--- src/rtl/msgb_pkg.sv ---
package msgb_pkg;

  typedef enum logic [2:0] {
    SEL_MSG   = 3'd0,
    SEL_EN    = 3'd1,
    SEL_ALLOW = 3'd2,
    SEL_STAT  = 3'd3,
    SEL_NONE  = 3'd4
  } reg_sel_e;

endpackage

--- src/rtl/msgb_decode.sv ---
module msgb_decode
  import msgb_pkg::*;
#(
  parameter int NUM_MSG = 8,
  parameter int ADDR_W  = 4
) (
  input  logic [ADDR_W-1:0]  addr,
  input  logic               wr_en,
  input  logic               rd_en,
  output logic [NUM_MSG-1:0] msg_wr,
  output logic [NUM_MSG-1:0] msg_rd,
  output logic               en_wr,
  output logic               allow_wr,
  output logic               stat_wr,
  output reg_sel_e           sel
);

  localparam logic [ADDR_W-1:0] EN_ADDR    = ADDR_W'(NUM_MSG);
  localparam logic [ADDR_W-1:0] ALLOW_ADDR = ADDR_W'(NUM_MSG + 1);
  localparam logic [ADDR_W-1:0] STAT_ADDR  = ADDR_W'(NUM_MSG + 2);

  always_comb begin
    if (addr < EN_ADDR)          sel = SEL_MSG;
    else if (addr == EN_ADDR)    sel = SEL_EN;
    else if (addr == ALLOW_ADDR) sel = SEL_ALLOW;
    else if (addr == STAT_ADDR)  sel = SEL_STAT;
    else                         sel = SEL_NONE;
  end

  for (genvar gi = 0; gi < NUM_MSG; gi++) begin : g_hit
    assign msg_wr[gi] = wr_en && (addr == ADDR_W'(gi));
    assign msg_rd[gi] = rd_en && (addr == ADDR_W'(gi));
  end

  assign en_wr    = wr_en && (sel == SEL_EN);
  assign allow_wr = wr_en && (sel == SEL_ALLOW);
  assign stat_wr  = wr_en && (sel == SEL_STAT);

endmodule

--- src/rtl/msgb_slot.sv ---
module msgb_slot #(
  parameter int DATA_W = 32
) (
  input  logic              clk,
  input  logic              rst_n,
  input  logic              wr_hit,
  input  logic [DATA_W-1:0] wr_data,
  input  logic              rd_hit,
  input  logic              enable,
  input  logic              stat_clr,
  output logic [DATA_W-1:0] data_q,
  output logic              pend_q
);

  logic set_req;
  logic clr_req;

  assign set_req = wr_hit && enable;
  assign clr_req = rd_hit || stat_clr;

  always_ff @(posedge clk or negedge rst_n) begin
    if (!rst_n) begin
      data_q <= '0;
    end else if (wr_hit) begin
      data_q <= wr_data;
    end
  end

  // set has priority over any clear landing in the same cycle
  always_ff @(posedge clk or negedge rst_n) begin
    if (!rst_n) begin
      pend_q <= 1'b0;
    end else if (set_req) begin
      pend_q <= 1'b1;
    end else if (clr_req) begin
      pend_q <= 1'b0;
    end
  end

endmodule

--- src/rtl/msgb_readmux.sv ---
module msgb_readmux
  import msgb_pkg::*;
#(
  parameter int NUM_MSG = 8,
  parameter int DATA_W  = 32,
  parameter int ADDR_W  = 4
) (
  input  logic                            clk,
  input  logic                            rst_n,
  input  logic                            rd_en,
  input  reg_sel_e                        sel,
  input  logic [ADDR_W-1:0]               addr,
  input  logic [NUM_MSG-1:0][DATA_W-1:0]  msg_data,
  input  logic [NUM_MSG-1:0]              enable_q,
  input  logic [NUM_MSG-1:0]              allow_q,
  input  logic [NUM_MSG-1:0]              pend,
  output logic [DATA_W-1:0]               rd_data
);

  localparam int IDX_W = $clog2(NUM_MSG);
  localparam int PAD_W = DATA_W - NUM_MSG;

  logic [IDX_W-1:0]  idx;
  logic [DATA_W-1:0] rd_next;

  assign idx = addr[IDX_W-1:0];

  always_comb begin
    unique case (sel)
      SEL_MSG:   rd_next = msg_data[idx];
      SEL_EN:    rd_next = {{PAD_W{1'b0}}, enable_q};
      SEL_ALLOW: rd_next = {{PAD_W{1'b0}}, allow_q};
      SEL_STAT:  rd_next = {{PAD_W{1'b0}}, pend};
      default:   rd_next = '0;
    endcase
  end

  always_ff @(posedge clk or negedge rst_n) begin
    if (!rst_n) begin
      rd_data <= '0;
    end else if (rd_en) begin
      rd_data <= rd_next;
    end
  end

endmodule

--- src/rtl/msg_reg_bank.sv ---
module msg_reg_bank
  import msgb_pkg::*;
#(
  parameter int NUM_MSG = 8,
  parameter int DATA_W  = 32,
  parameter int ADDR_W  = 4
) (
  input  logic               clk,
  input  logic               rst_n,
  input  logic [ADDR_W-1:0]  addr,
  input  logic               wr_en,
  input  logic [DATA_W-1:0]  wr_data,
  input  logic               rd_en,
  output logic [DATA_W-1:0]  rd_data,
  output logic [NUM_MSG-1:0] irq_o
);

  logic [NUM_MSG-1:0]             msg_wr;
  logic [NUM_MSG-1:0]             msg_rd;
  logic                           en_wr;
  logic                           allow_wr;
  logic                           stat_wr;
  reg_sel_e                       sel;
  logic [NUM_MSG-1:0]             enable_q;
  logic [NUM_MSG-1:0]             allow_q;
  logic [NUM_MSG-1:0]             pend;
  logic [NUM_MSG-1:0]             stat_clr;
  logic [NUM_MSG-1:0][DATA_W-1:0] msg_data;

  msgb_decode #(
    .NUM_MSG (NUM_MSG),
    .ADDR_W  (ADDR_W)
  ) u_decode (
    .addr     (addr),
    .wr_en    (wr_en),
    .rd_en    (rd_en),
    .msg_wr   (msg_wr),
    .msg_rd   (msg_rd),
    .en_wr    (en_wr),
    .allow_wr (allow_wr),
    .stat_wr  (stat_wr),
    .sel      (sel)
  );

  always_ff @(posedge clk or negedge rst_n) begin
    if (!rst_n) begin
      enable_q <= '0;
      allow_q  <= '0;
    end else begin
      if (en_wr)    enable_q <= wr_data[NUM_MSG-1:0];
      if (allow_wr) allow_q  <= wr_data[NUM_MSG-1:0];
    end
  end

  assign stat_clr = stat_wr ? wr_data[NUM_MSG-1:0] : '0;

  for (genvar gi = 0; gi < NUM_MSG; gi++) begin : g_slot
    msgb_slot #(
      .DATA_W (DATA_W)
    ) u_slot (
      .clk      (clk),
      .rst_n    (rst_n),
      .wr_hit   (msg_wr[gi]),
      .wr_data  (wr_data),
      .rd_hit   (msg_rd[gi]),
      .enable   (enable_q[gi]),
      .stat_clr (stat_clr[gi]),
      .data_q   (msg_data[gi]),
      .pend_q   (pend[gi])
    );
  end

  assign irq_o = pend & allow_q;

  msgb_readmux #(
    .NUM_MSG (NUM_MSG),
    .DATA_W  (DATA_W),
    .ADDR_W  (ADDR_W)
  ) u_readmux (
    .clk      (clk),
    .rst_n    (rst_n),
    .rd_en    (rd_en),
    .sel      (sel),
    .addr     (addr),
    .msg_data (msg_data),
    .enable_q (enable_q),
    .allow_q  (allow_q),
    .pend     (pend),
    .rd_data  (rd_data)
  );

endmodule

--- config.mk ---
export PLATFORM = sky130hd
export DESIGN_NAME = msg_reg_bank
export DESIGN_NICKNAME = d
export VERILOG_FILES = /design/src/rtl/msgb_pkg.sv /design/src/rtl/msgb_decode.sv /design/src/rtl/msgb_slot.sv /design/src/rtl/msgb_readmux.sv /design/src/rtl/msg_reg_bank.sv
export SDC_FILE = /design/constraint.sdc
export NUM_CORES = 1
export LEC_CHECK = 0
export ABC_AREA = 0
export BUFFER_PORTS_ARGS = -buffer_cell sky130_fd_sc_hd__buf_4
export CAP_MARGIN = 25
export CORE_MARGIN = 2
export CORE_UTILIZATION = 56
export CTS_CLUSTER_SIZE = 28
export DETAILED_ROUTE_END_ITERATION = 10
export PLACE_DENSITY = 0.78
export SETUP_SLACK_MARGIN = 0.3
export SYNTH_ARGS = -nofsm -noshare
export SYNTH_HDL_FRONTEND = slang
export SYNTH_HIERARCHICAL = 1
export SYNTH_SLANG_ARGS = --single-unit
--- constraint.sdc ---
create_clock -name clk -period 1.24 [get_ports clk]
set_clock_uncertainty 0.1 [all_clocks]
set_input_delay 0.062 -clock clk [delete_from_list [all_inputs] [get_ports clk]]
set_output_delay 0.062 -clock clk [all_outputs]
set_load 0.05 [all_outputs]
==> results by group, run 1 <==
Clock network
  – H-tree levels: 2
  – CTS tree: yes
  – Reg clk slew, reported paths: 0.08 ns
  – Clk_lat worst skew: 0.53 ns
  – Clock sinks: 312
  – CTS Root Cell: clkbuf_16
  – CTS Buf Count: 35
  – Hold buffer count at cts: 35
  – Clock tree buffer depth: 3

Yosys
  – Synth unique cells: 37
  – Cells after Synth: 979
  – Yosys top cell by area: dfrtp_1
  – Dominant cells by area after synthesis: dfrtp_1, mux2_4, mux4_2
  – Syn. warnings: 6
  – Seq cells post-synth: 312
  – Synthesized area: 15500 sq um
  – Syn Nets: 1019
  – Register area share after synthesis: 0.504
  – Yosys top cell area share: 0.504
  – Synth Area per Inst: 15.8 sq um

STA
  – Max frequency: 601 MHz
  – Hold_ws: -0.125 ns
  – Final Hold Viols: 11
  – Period utilization: 1.34
  – Max transition margin: 0.718
  – Final Max Slew Viols: 0
  – Final Setup Violations: 64
  – Final WS setup: -0.424 ns
  – Unrepaired setup endpoints after global routing: yes
  – Final critical-path required period: 1.66 ns
  – Worst Tran Pin Value: 0.421 ns

Power
  – Switching Share: 0.298
  – Power Density: 1640 nW/um^2
  – Net Sw Power: 0.0104 W
  – Reg power frac: 0.408
  – VDD IR max: 1120 uV
  – Internal power: 0.0246 W
  – Leakage power: 9.92 nW
  – Clock power share: 0.305
  – Gate power share: 0.287

Finish
  – Area Overhead vs Synth: 38.5%
  – Area taken by flip-flops and latches: 7810 sq um
  – Final Non-Filler Cells: 1727
  – Util after Layout: 0.793
  – Multi-input logic area: 7000 sq um
  – Final Cell Area: 21400 sq um
  – NumNets Final: 1402
  – Fillers: 1221
  – Number of diodes: 0
  – Layout cells sized above 1: 0.585

Placement
  – Post-DP Area: 17300 sq um
  – Port Buf Inserts: 79
  – Final HPWL DP: 22900 microns
  – Final GP Congestion: 0.835
  – Placed insts: 1472

Setup path
  – Critical Path Sink Type: flop
  – CP max FO: 2
  – Crit Reg-Reg Endpoint: u_readmux/rd_data[10]
  – Critical path required time: 1.50 ns
  – Crit path DAT: 1.92 ns
  – CP startpoint kind: flop
  – Cells on worst reg2reg path: 3
  – Kind of critical path: flop to flop
  – CP Capture Point: u_readmux/rd_data[10]
  – Critical Path Start: g_slot[2].u_slot/data_q[10]
  – Reg2reg setup slack: -0.42 ns
  – Reg-to-reg startpoint: g_slot[2].u_slot/data_q[10]

Global route
  – Tot GR Track Use: 0.349
  – GR Overflow Total: 0
  – Initial antenna violation count: 0
  – Vias in the first global route: 11600
  – First-pass GRT wire length: 74600 microns
  – Largest net degree at the start of global routing: 61

Floorplanning
  – Die Ht: 170 microns
  – Die area: 29000 sq um
  – Core area: 27000 sq um
  – Row cnt: 60
  – Ports: 80
  – Die Wd: 170 microns
  – Initial Util: 0.573

Drt
  – Vias/cell: 6.44
  – DR vias: 11100
  – Post-route ant nets: 0
  – Drt pass-1 iters: 5
  – DRT iter0 DRCs: 1288
  – Post-DR wirelength/cell: 31.7 microns
  – # DRC: 0
  – DRT Wirelength: 54800 microns

Status
  – Violated checks: hold timing, setup timing
  – Status: finished with violations

Worst hold path
  – Hold Crit Class: input port to asynchronous set/reset pin

Job
  – MaxCap Viol Count: 0
==> state kept, by name, indices dropped and copies added (netlist names) <==
register,flops
u_readmux/rd_data,32
g_slot.u_slot/pend_q,8
allow_q,8
enable_q,8
g_slot.u_slot/data_q,256
==> critical path: stages, from the launching register on <==
cell      delay, ns
dfrtp_1        0.43
mux4_2         0.48
o211ai_1       0.28
o21ai_1        0.20
==> synth_stat cells <==
cell	number
clkbuf_1	11
buf_4	6
clkdlybuf4s18_2	1
nand2b_1	3
and2_1	18
nor2_1	25
o21a_1	1
buf_2	6
o21ai_0	16
nand2_1	16
or3b_4	1
dfrtp_1	312
or3b_1	1
or2_2	1
buf_6	21
nand3_1	1
mux2_2	32
nor3_4	1
and3_1	4
mux2i_1	64
o2111ai_1	8
nand3b_1	3
buf_12	25
o211ai_1	24
buf_8	1
clkbuf_8	3
a22oi_1	32
o21ai_1	8
o221ai_1	8
mux2_4	248
mux4_2	30
xnor2_1	1
mux4_1	2
nor2_2	1
inv_1	32
nor2b_1	4
a22o_1	8
==> cell usage in the layout (no fill, tap or decap), types with 27 or more instances in the layout <==
cell and count:
dfrtp_1 312, mux2_4 272, buf_4 188, buf_6 104, mux2i_1 64, buf_12 51
clkbuf_16 39, dlygate4sd3_1 35, inv_1 32, mux4_2 32, a22oi_1 31, buf_16 27
==> kinds of logic (layout without fill, tap and decap cells) <==
group / Yosys count / after routing / synth area share
flip-flops: 312 / 312 / 0.504
buffers and inverters: 106 / 513 / 0.0672
AND/OR/NAND/NOR: 79 / 79 / 0.0266
XOR/XNOR: 1 / 1 / 0.000566
multiplexers: 376 / 376 / 0.352
AO/OA/AOI/OAI: 105 / 105 / 0.0490
==> stage by stage <==
stage | worst slack (ns) | power (W) | TNS (ns) | hold slack, ns
after global routing | -0.407 | 0.0360 | -10.58 | -0.115
final | -0.424 | 0.0351 | -9.31 | -0.125
after floorplan | -0.229 | 0.0189 | -36.61 | -0.334
after detailed placement | -0.446 | 0.0216 | -109.53 | -0.184
after CTS | -0.254 | 0.0330 | -6.49 | -0.114
after global placement | -0.444 | 0.0213 | -104.81 | -0.182
==> layer usage <==
layer	share of wire	wire (microns)	GRT usage	vias to the layer above
li1	-	-	-	4338
met5	0	0	0	-
met3	0.084	4620	0.0649	311
met4	0.075	4120	0.185	0
met2	0.48	26000	0.565	793
met1	0.37	20000	0.449	5688
==> worst min path at each step <==
stage | startpoint | to | slack, ns
2_1_floorplan | rst_n | allow_q[0] | -0.33
3_3_place_gp | rst_n | g_slot[2].u_slot/data_q[19] | -0.18
3_5_place_dp | rst_n | g_slot[2].u_slot/data_q[19] | -0.18
4_1_cts | rst_n | g_slot[2].u_slot/data_q[19] | -0.11
5_1_grt | rst_n | g_slot[2].u_slot/data_q[19] | -0.11
6_report | rst_n | g_slot[2].u_slot/data_q[19] | -0.13
==> repair_timing <==
action | 4_1_cts | 5_1_grt
hold endpoints to repair | 596 | 11
resized for setup | 170 | 58
setup endpoints to repair | 352 | 352
setup buffers | 87 | 48
cloned | 22 | 2
pin swaps | 24 | 28
==> power groups by stage <==
stage / clock, W / combinational [W] / sequential [W]
floorplan: 0 / 0.00478 / 0.0141
global placement: 0 / 0.00738 / 0.0139
detailed placement: 0 / 0.00763 / 0.0140
CTS: 0.0103 / 0.00880 / 0.0139
global route: 0.0111 / 0.0104 / 0.0144
finish: 0.0107 / 0.0101 / 0.0143
==> cell type report <==
cell class / instances / share of cell area
repair buffers: 420 / 0.231
clock inverters: 17 / 0.00677
clock buffers: 44 / 0.0463
inverters: 32 / 0.00560
well taps: 341 / 0.0199
flip-flops and latches: 312 / 0.364
multi-input cells: 561 / 0.327
No activity file was read; power rests on OpenSTA's default activity.
==> run 2, diff against run 1 <==
--- a/config.mk
+++ b/config.mk
@@ -8,6 +8,7 @@
 export ABC_AREA = 0
 export BUFFER_PORTS_ARGS = -buffer_cell sky130_fd_sc_hd__buf_4
 export CAP_MARGIN = 25
+export CORE_ASPECT_RATIO = 1.4
 export CORE_MARGIN = 2
 export CORE_UTILIZATION = 56
 export CTS_CLUSTER_SIZE = 28
==> run 2 against run 1 <==
Against the previous run:
- the run still ends with hold timing, setup timing left
- critical path depth grew 1
- combinational power is essentially flat
- cell area shrank 0.27%
- count of clock-buffer cells in the layout grew 4
- total power shrank 0.47%
- maximum frequency grew 0.36%
- die area is essentially flat
- hold slack lost 0.025 ns
- global-route usage shrank 1.2 points
- final cell count grew 1.2%
- flip-flop and latch count is the same
- clock power shrank 5%
- critical path type unchanged
==> results by group, run 2 (synthesis gave the netlist of run 1 again) <==
STA
  – Final Max Slew Viols: 0
  – Worst Tran Pin Value: 0.408 ns
  – Final WS setup: -0.418 ns
  – Unrepaired setup endpoints after global routing: yes
  – Final Hold Viols: 23
  – Max transition margin: 0.720
  – Final Setup Violations: 74
  – Max frequency: 603 MHz
  – Setup TNS: -11.47 ns
  – Hold_ws: -0.150 ns
  – Period utilization: 1.34
  – Final critical-path required period: 1.66 ns

Setup path
  – Reg2reg setup slack: -0.42 ns
  – CP Capture Point: u_readmux/rd_data[1]
  – Cells along the critical path: mux4_2 -> o2111ai_4 -> buf_6 -> o221ai_2
  – Critical path required time: 1.58 ns
  – Reg-to-reg startpoint: g_slot[4].u_slot/data_q[1]
  – Cells on worst reg2reg path: 4
  – CP max-delay cell: mux4_2
  – CP max FO: 2
  – Crit path DAT: 2.00 ns
  – Critical Path Start: g_slot[4].u_slot/data_q[1]
  – CP startpoint kind: flop
  – Kind of critical path: flop to flop
  – Critical Path Sink Type: flop
  – Slowest stage delay, CP: 0.51 ns
  – Crit Reg-Reg Endpoint: u_readmux/rd_data[1]

Drt
  – Vias/cell: 6.44
  – DRT iter0 DRCs: 1323
  – DRT Wirelength: 55100 microns
  – Drt pass-1 iters: 5
  – Post-route ant nets: 0
  – DR vias: 11300
  – Post-DR wirelength/cell: 31.5 microns
  – # DRC: 0

Global route
  – GRT met3 Usage: 0.0580
  – Met1 GRT Util: 0.434
  – Initial antenna violation count: 1
  – Vias in the first global route: 11700
  – Met2 usage: 0.554
  – Largest net degree at the start of global routing: 64
  – First-pass GRT wire length: 73300 microns
  – Tot GR Track Use: 0.337
  – Most Crowded Layer GR: met2
  – GR Overflow Total: 0

Finish
  – Commonest cells after routing, fill and taps aside: dfrtp_1, mux2_4, buf_4, buf_6, mux2i_1
  – Top Registers: g_slot.u_slot/data_q x256, u_readmux/rd_data x32
  – Area Overhead vs Synth: 38.1%
  – Top reg by flops: g_slot.u_slot/data_q
  – Layout cells sized above 1: 0.575
  – Most common cell after layout, fill and taps aside: dfrtp_1
  – Largest register FFs: 256
  – NumNets Final: 1393

Floorplanning
  – Ports: 80
  – Die Ht: 201 microns
  – Row cnt: 72
  – Initial Util: 0.565
  – Core area: 27400 sq um
  – Die area: 29000 sq um
  – Die Wd: 145 microns

Placement
  – Port Buf Inserts: 79
  – Place WS: -0.477 ns
  – Final GP Congestion: 0.818
  – Final HPWL DP: 23300 microns

Power
  – Leakage power: 9.84 nW
  – VDD IR max: 1250 uV
  – Power Density: 1630 nW/um^2

Clock network
  – CTS Buf Count: 30
  – CTS Root Cell: clkbuf_16
  – Clock sinks: 312
  – Reg clk slew, reported paths: 0.09 ns
  – Clock tree buffer depth: 3
  – CTS tree: yes
  – Clk_lat worst skew: 0.59 ns
  – H-tree levels: 1

Job
  – MaxCap Viol Count: 0

Worst hold path
  – Hold Crit Class: input port to asynchronous set/reset pin

Status
  – Violated checks: hold timing, setup timing
  – Status: finished with violations
run 2: repair_timing:
action | CTS | global route
buffers inserted | 81 | 58
pin swaps | 24 | 38
hold buffers | 36 | 1
resized for setup | 155 | 87
endpoints found under the hold margin | 624 | 23
setup endpoints to repair | 284 | 322
gates cloned | 16 | 4
run 2: worst min-delay path by stage:
stage	startpoint	endpoint	slack (ns)
floorplan	rst_n	allow_q[0]	-0.33
global placement	rst_n	g_slot[1].u_slot/data_q[25]	-0.14
detailed placement	rst_n	g_slot[3].u_slot/data_q[25]	-0.14
CTS	rst_n	g_slot[3].u_slot/data_q[25]	-0.17
global route	rst_n	g_slot[6].u_slot/data_q[26]	-0.14
finish	rst_n	g_slot[3].u_slot/data_q[25]	-0.15
run 2: per-stage QoR:
| stage | total power [W] | instance area, sq um | utilization | instances |
|---|---|---|---|---|
| 3_3_place_gp | 0.0211 | 17300 | 0.631 | 1495 |
| 4_1_cts | 0.0327 | 20500 | 0.748 | 1683 |
| 5_1_grt | 0.0358 | 21400 | 0.781 | 1747 |
| 6_report | 0.0349 | 21400 | 0.781 | 1747 |
| 2_1_floorplan | 0.0189 | 15600 | - | 979 |
| 3_5_place_dp | 0.0215 | 17300 | 0.631 | 1495 |
run 2: worst max-delay path, delay by kind of cell, from the launching register on:
kind,cells,cell delay (ns)
multiplexers,1,0.51
flip-flops,1,0.43
AO/OA/AOI/OAI,2,0.32
buffers and inverters,1,0.14
run 2: per-layer routing:
layer / vias up / share of wire
met5: - / 0
met4: 0 / 0.083
met3: 318 / 0.081
met2: 860 / 0.48
met1: 5783 / 0.35
li1: 4296 / -
run 2: layout make-up:
class                      count  area [sq um]
antenna                        1          2.50
sequential                   312          7810
clock buffer                  48           920
fill                        1346          6010
multi-input combinational    561          7030
clock inverter                 7           138
inverter                      32           120
timing repair buffer         416          4900
tap                          370           463
run 2: where the power goes:
part / leakage (nW) / internal [W] / total, W / switching [W]
clock network: 0.515 / 0.00589 / 0.0102 / 0.00428
registers: 3.86 / 0.0125 / 0.0144 / 0.00189
logic: 5.46 / 0.00623 / 0.0104 / 0.00414
total: 9.84 / 0.0246 / 0.0349 / 0.0103
==> run 3, diff against run 2 <==
--- a/config.mk
+++ b/config.mk
@@ -14,6 +14,7 @@
 export CTS_CLUSTER_SIZE = 28
 export DETAILED_ROUTE_END_ITERATION = 10
 export PLACE_DENSITY = 0.78
+export REMOVE_ABC_BUFFERS = 1
 export SETUP_SLACK_MARGIN = 0.3
 export SYNTH_ARGS = -nofsm -noshare
 export SYNTH_HDL_FRONTEND = slang
==> run 3 against run 2 <==
Against the previous run:
- the run still ends with hold timing, setup timing left
- largest power group unchanged
- clock power decreased by 8%
- sequential share of layout area increased by 0.55 points
- critical endpoint is now u_readmux/rd_data[2]
- via count decreased by 2.8%
- cell area decreased by 1.5%
- combinational power decreased by 6%
- critical path type unchanged
==> results by group, run 3 (synthesis gave the netlist of run 1 again) <==
STA
  – Max transition margin: 0.628
  – Period utilization: 1.26
  – Final Hold Viols: 22
  – Final WS setup: -0.325 ns
  – Hold_ws: -0.149 ns
  – Worst Tran Pin Value: 0.559 ns
  – Max frequency: 639 MHz
  – Final critical-path required period: 1.56 ns
  – Unrepaired setup endpoints after global routing: yes
  – Final Max Slew Viols: 0
  – Final Setup Violations: 78

Floorplanning
  – Die Wd: 145 microns
  – Core area: 27400 sq um
  – Initial Util: 0.565
  – Die Ht: 201 microns
  – Ports: 80
  – Row cnt: 72
  – Die area: 29000 sq um

Drt
  – Drt pass-1 iters: 8
  – Post-DR wirelength/cell: 29.8 microns
  – Post-route ant nets: 0
  – Vias/cell: 6.30
  – # DRC: 0
  – DRT iter0 DRCs: 1084
  – DRT Wirelength: 51700 microns
  – DR vias: 10900

Finish
  – NumNets Final: 1385
  – Most common cell after layout, fill and taps aside: dfrtp_1
  – Number of diodes: 0
  – Area Overhead vs Synth: 36.1%
  – Final Non-Filler Cells: 1736
  – Commonest cells after routing, fill and taps aside: dfrtp_1, mux2_4, buf_4, buf_6, mux2i_1
  – Layout cells sized above 1: 0.572
  – Top reg by flops: g_slot.u_slot/data_q
  – Top Registers: g_slot.u_slot/data_q x256, u_readmux/rd_data x32
  – Largest register FFs: 256

Setup path
  – Crit path max-delay family: multiplexers
  – Buf/Inv on CP: 0
  – Slowest stage delay, CP: 0.49 ns
  – Crit path DAT: 1.88 ns
  – CP startpoint kind: flop
  – CP max FO: 2
  – CP max-delay cell: mux4_2
  – Critical Path Sink Type: flop
  – Critical path required time: 1.56 ns
  – Kind of critical path: flop to flop
  – Cells along the critical path: mux4_2 -> o2111ai_2 -> o221ai_1

Clock network
  – Reg clk slew, reported paths: 0.07 ns
  – CTS tree: yes
  – CTS Buf Count: 30
  – Clock sinks: 312
  – Clk_lat worst skew: 0.59 ns
  – Hold buffer count at cts: 36
  – H-tree levels: 1
  – CTS Root Cell: clkbuf_16
  – Clock tree buffer depth: 3

Placement
  – Placed insts: 1487
  – Final GP Congestion: 0.807
  – Final HPWL DP: 22600 microns
  – Place WS: -0.472 ns
  – Port Buf Inserts: 79

Global route
  – Largest net degree at the start of global routing: 60
  – Tot GR Track Use: 0.325
  – Initial antenna violation count: 1
  – First-pass GRT wire length: 70600 microns
  – GR Overflow Total: 0
  – Vias in the first global route: 11300

Status
  – Status: finished with violations
  – Violated checks: hold timing, setup timing

Power
  – VDD IR max: 1140 uV
  – Power Density: 1590 nW/um^2
  – Total Power: 0.0335 W
  – Leakage power: 9.72 nW

Job
  – MaxCap Viol Count: 0

Worst hold path
  – Hold Crit Class: input port to asynchronous set/reset pin
run 3: cell types whose count changed in the layout (fill, tap and decap cells not counted), sizes merged:
cell,previous run,this run
clkinv,2,5
diode,1,0
buf,376,369
bufinv,4,1
dlymetal6s2s,1,0
clkbuf,51,48
dlymetal6s4s,2,0
dlygate4sd3,34,36
inv,32,33
run 3: worst reg2reg max path, cell delays in order (launching register included):
cell and delay [ns]:
dfrtp_1 0.43, mux4_2 0.49, o2111ai_2 0.20, o221ai_1 0.18
run 3: path summary, 6_finish.rpt:
| path | slack, ns | cells after the start | end | from |
|---|---|---|---|---|
| max in group asynchronous | 0.50 | 4 | g_slot[7].u_slot/data_q[1] | rst_n |
| hold / removal | -0.15 | 2 | g_slot[0].u_slot/data_q[9] | rst_n |
| min in group clk | -0.01 | 4 | u_readmux/rd_data[7] | addr[0] |
| hold reg to reg | 0.42 | 1 | g_slot[0].u_slot/data_q[7] | g_slot[0].u_slot/data_q[7] |
| setup reg to reg | -0.32 | 3 | u_readmux/rd_data[2] | g_slot[4].u_slot/data_q[2] |
| setup / recovery | -0.32 | 3 | u_readmux/rd_data[2] | g_slot[4].u_slot/data_q[2] |
run 3: repair_timing:
item | CTS | global route
hold endpoints to repair | 599 | 22
pin swaps | 45 | 37
gates resized for setup | 192 | 71
gates cloned | 17 | 3
endpoints found under the setup margin | 315 | 323
buffers inserted | 84 | 56
run 3: layer usage:
layer / track usage / vias to the layer above / wire length [microns]
met5: 0 / - / 11
met2: 0.521 / 766 / 24900
li1: - / 4278 / -
met3: 0.0573 / 272 / 4390
met1: 0.422 / 5626 / 18700
met4: 0.170 / 2 / 3690
run 3: power by group:
part / switching, W / internal [W]
clock: 0.00422 / 0.00519
sequential: 0.00183 / 0.0125
combinational: 0.00385 / 0.00591
total: 0.00990 / 0.0236
run 3: layout make-up:
type                       instances  area [sq um]
fill                            1404          6320
tap                              370           463
timing repair buffer             408          4760
multi-input combinational        561          6940
clock inverter                     8          71.3
clock buffer                      45           898
inverter                          32           120
sequential                       312          7810
run 3: per-stage QoR:
stage / util / cell area [sq um] / hold WS (ns) / TNS (ns)
6_report: 0.769 / 21100 / -0.149 / -11.45
3_3_place_gp: 0.623 / 17100 / -0.159 / -109.53
2_1_floorplan: - / 14600 / -0.334 / -476.84
5_1_grt: 0.769 / 21100 / -0.136 / -13.01
3_5_place_dp: 0.623 / 17100 / -0.160 / -113.44
4_1_cts: 0.740 / 20300 / -0.161 / -9.50
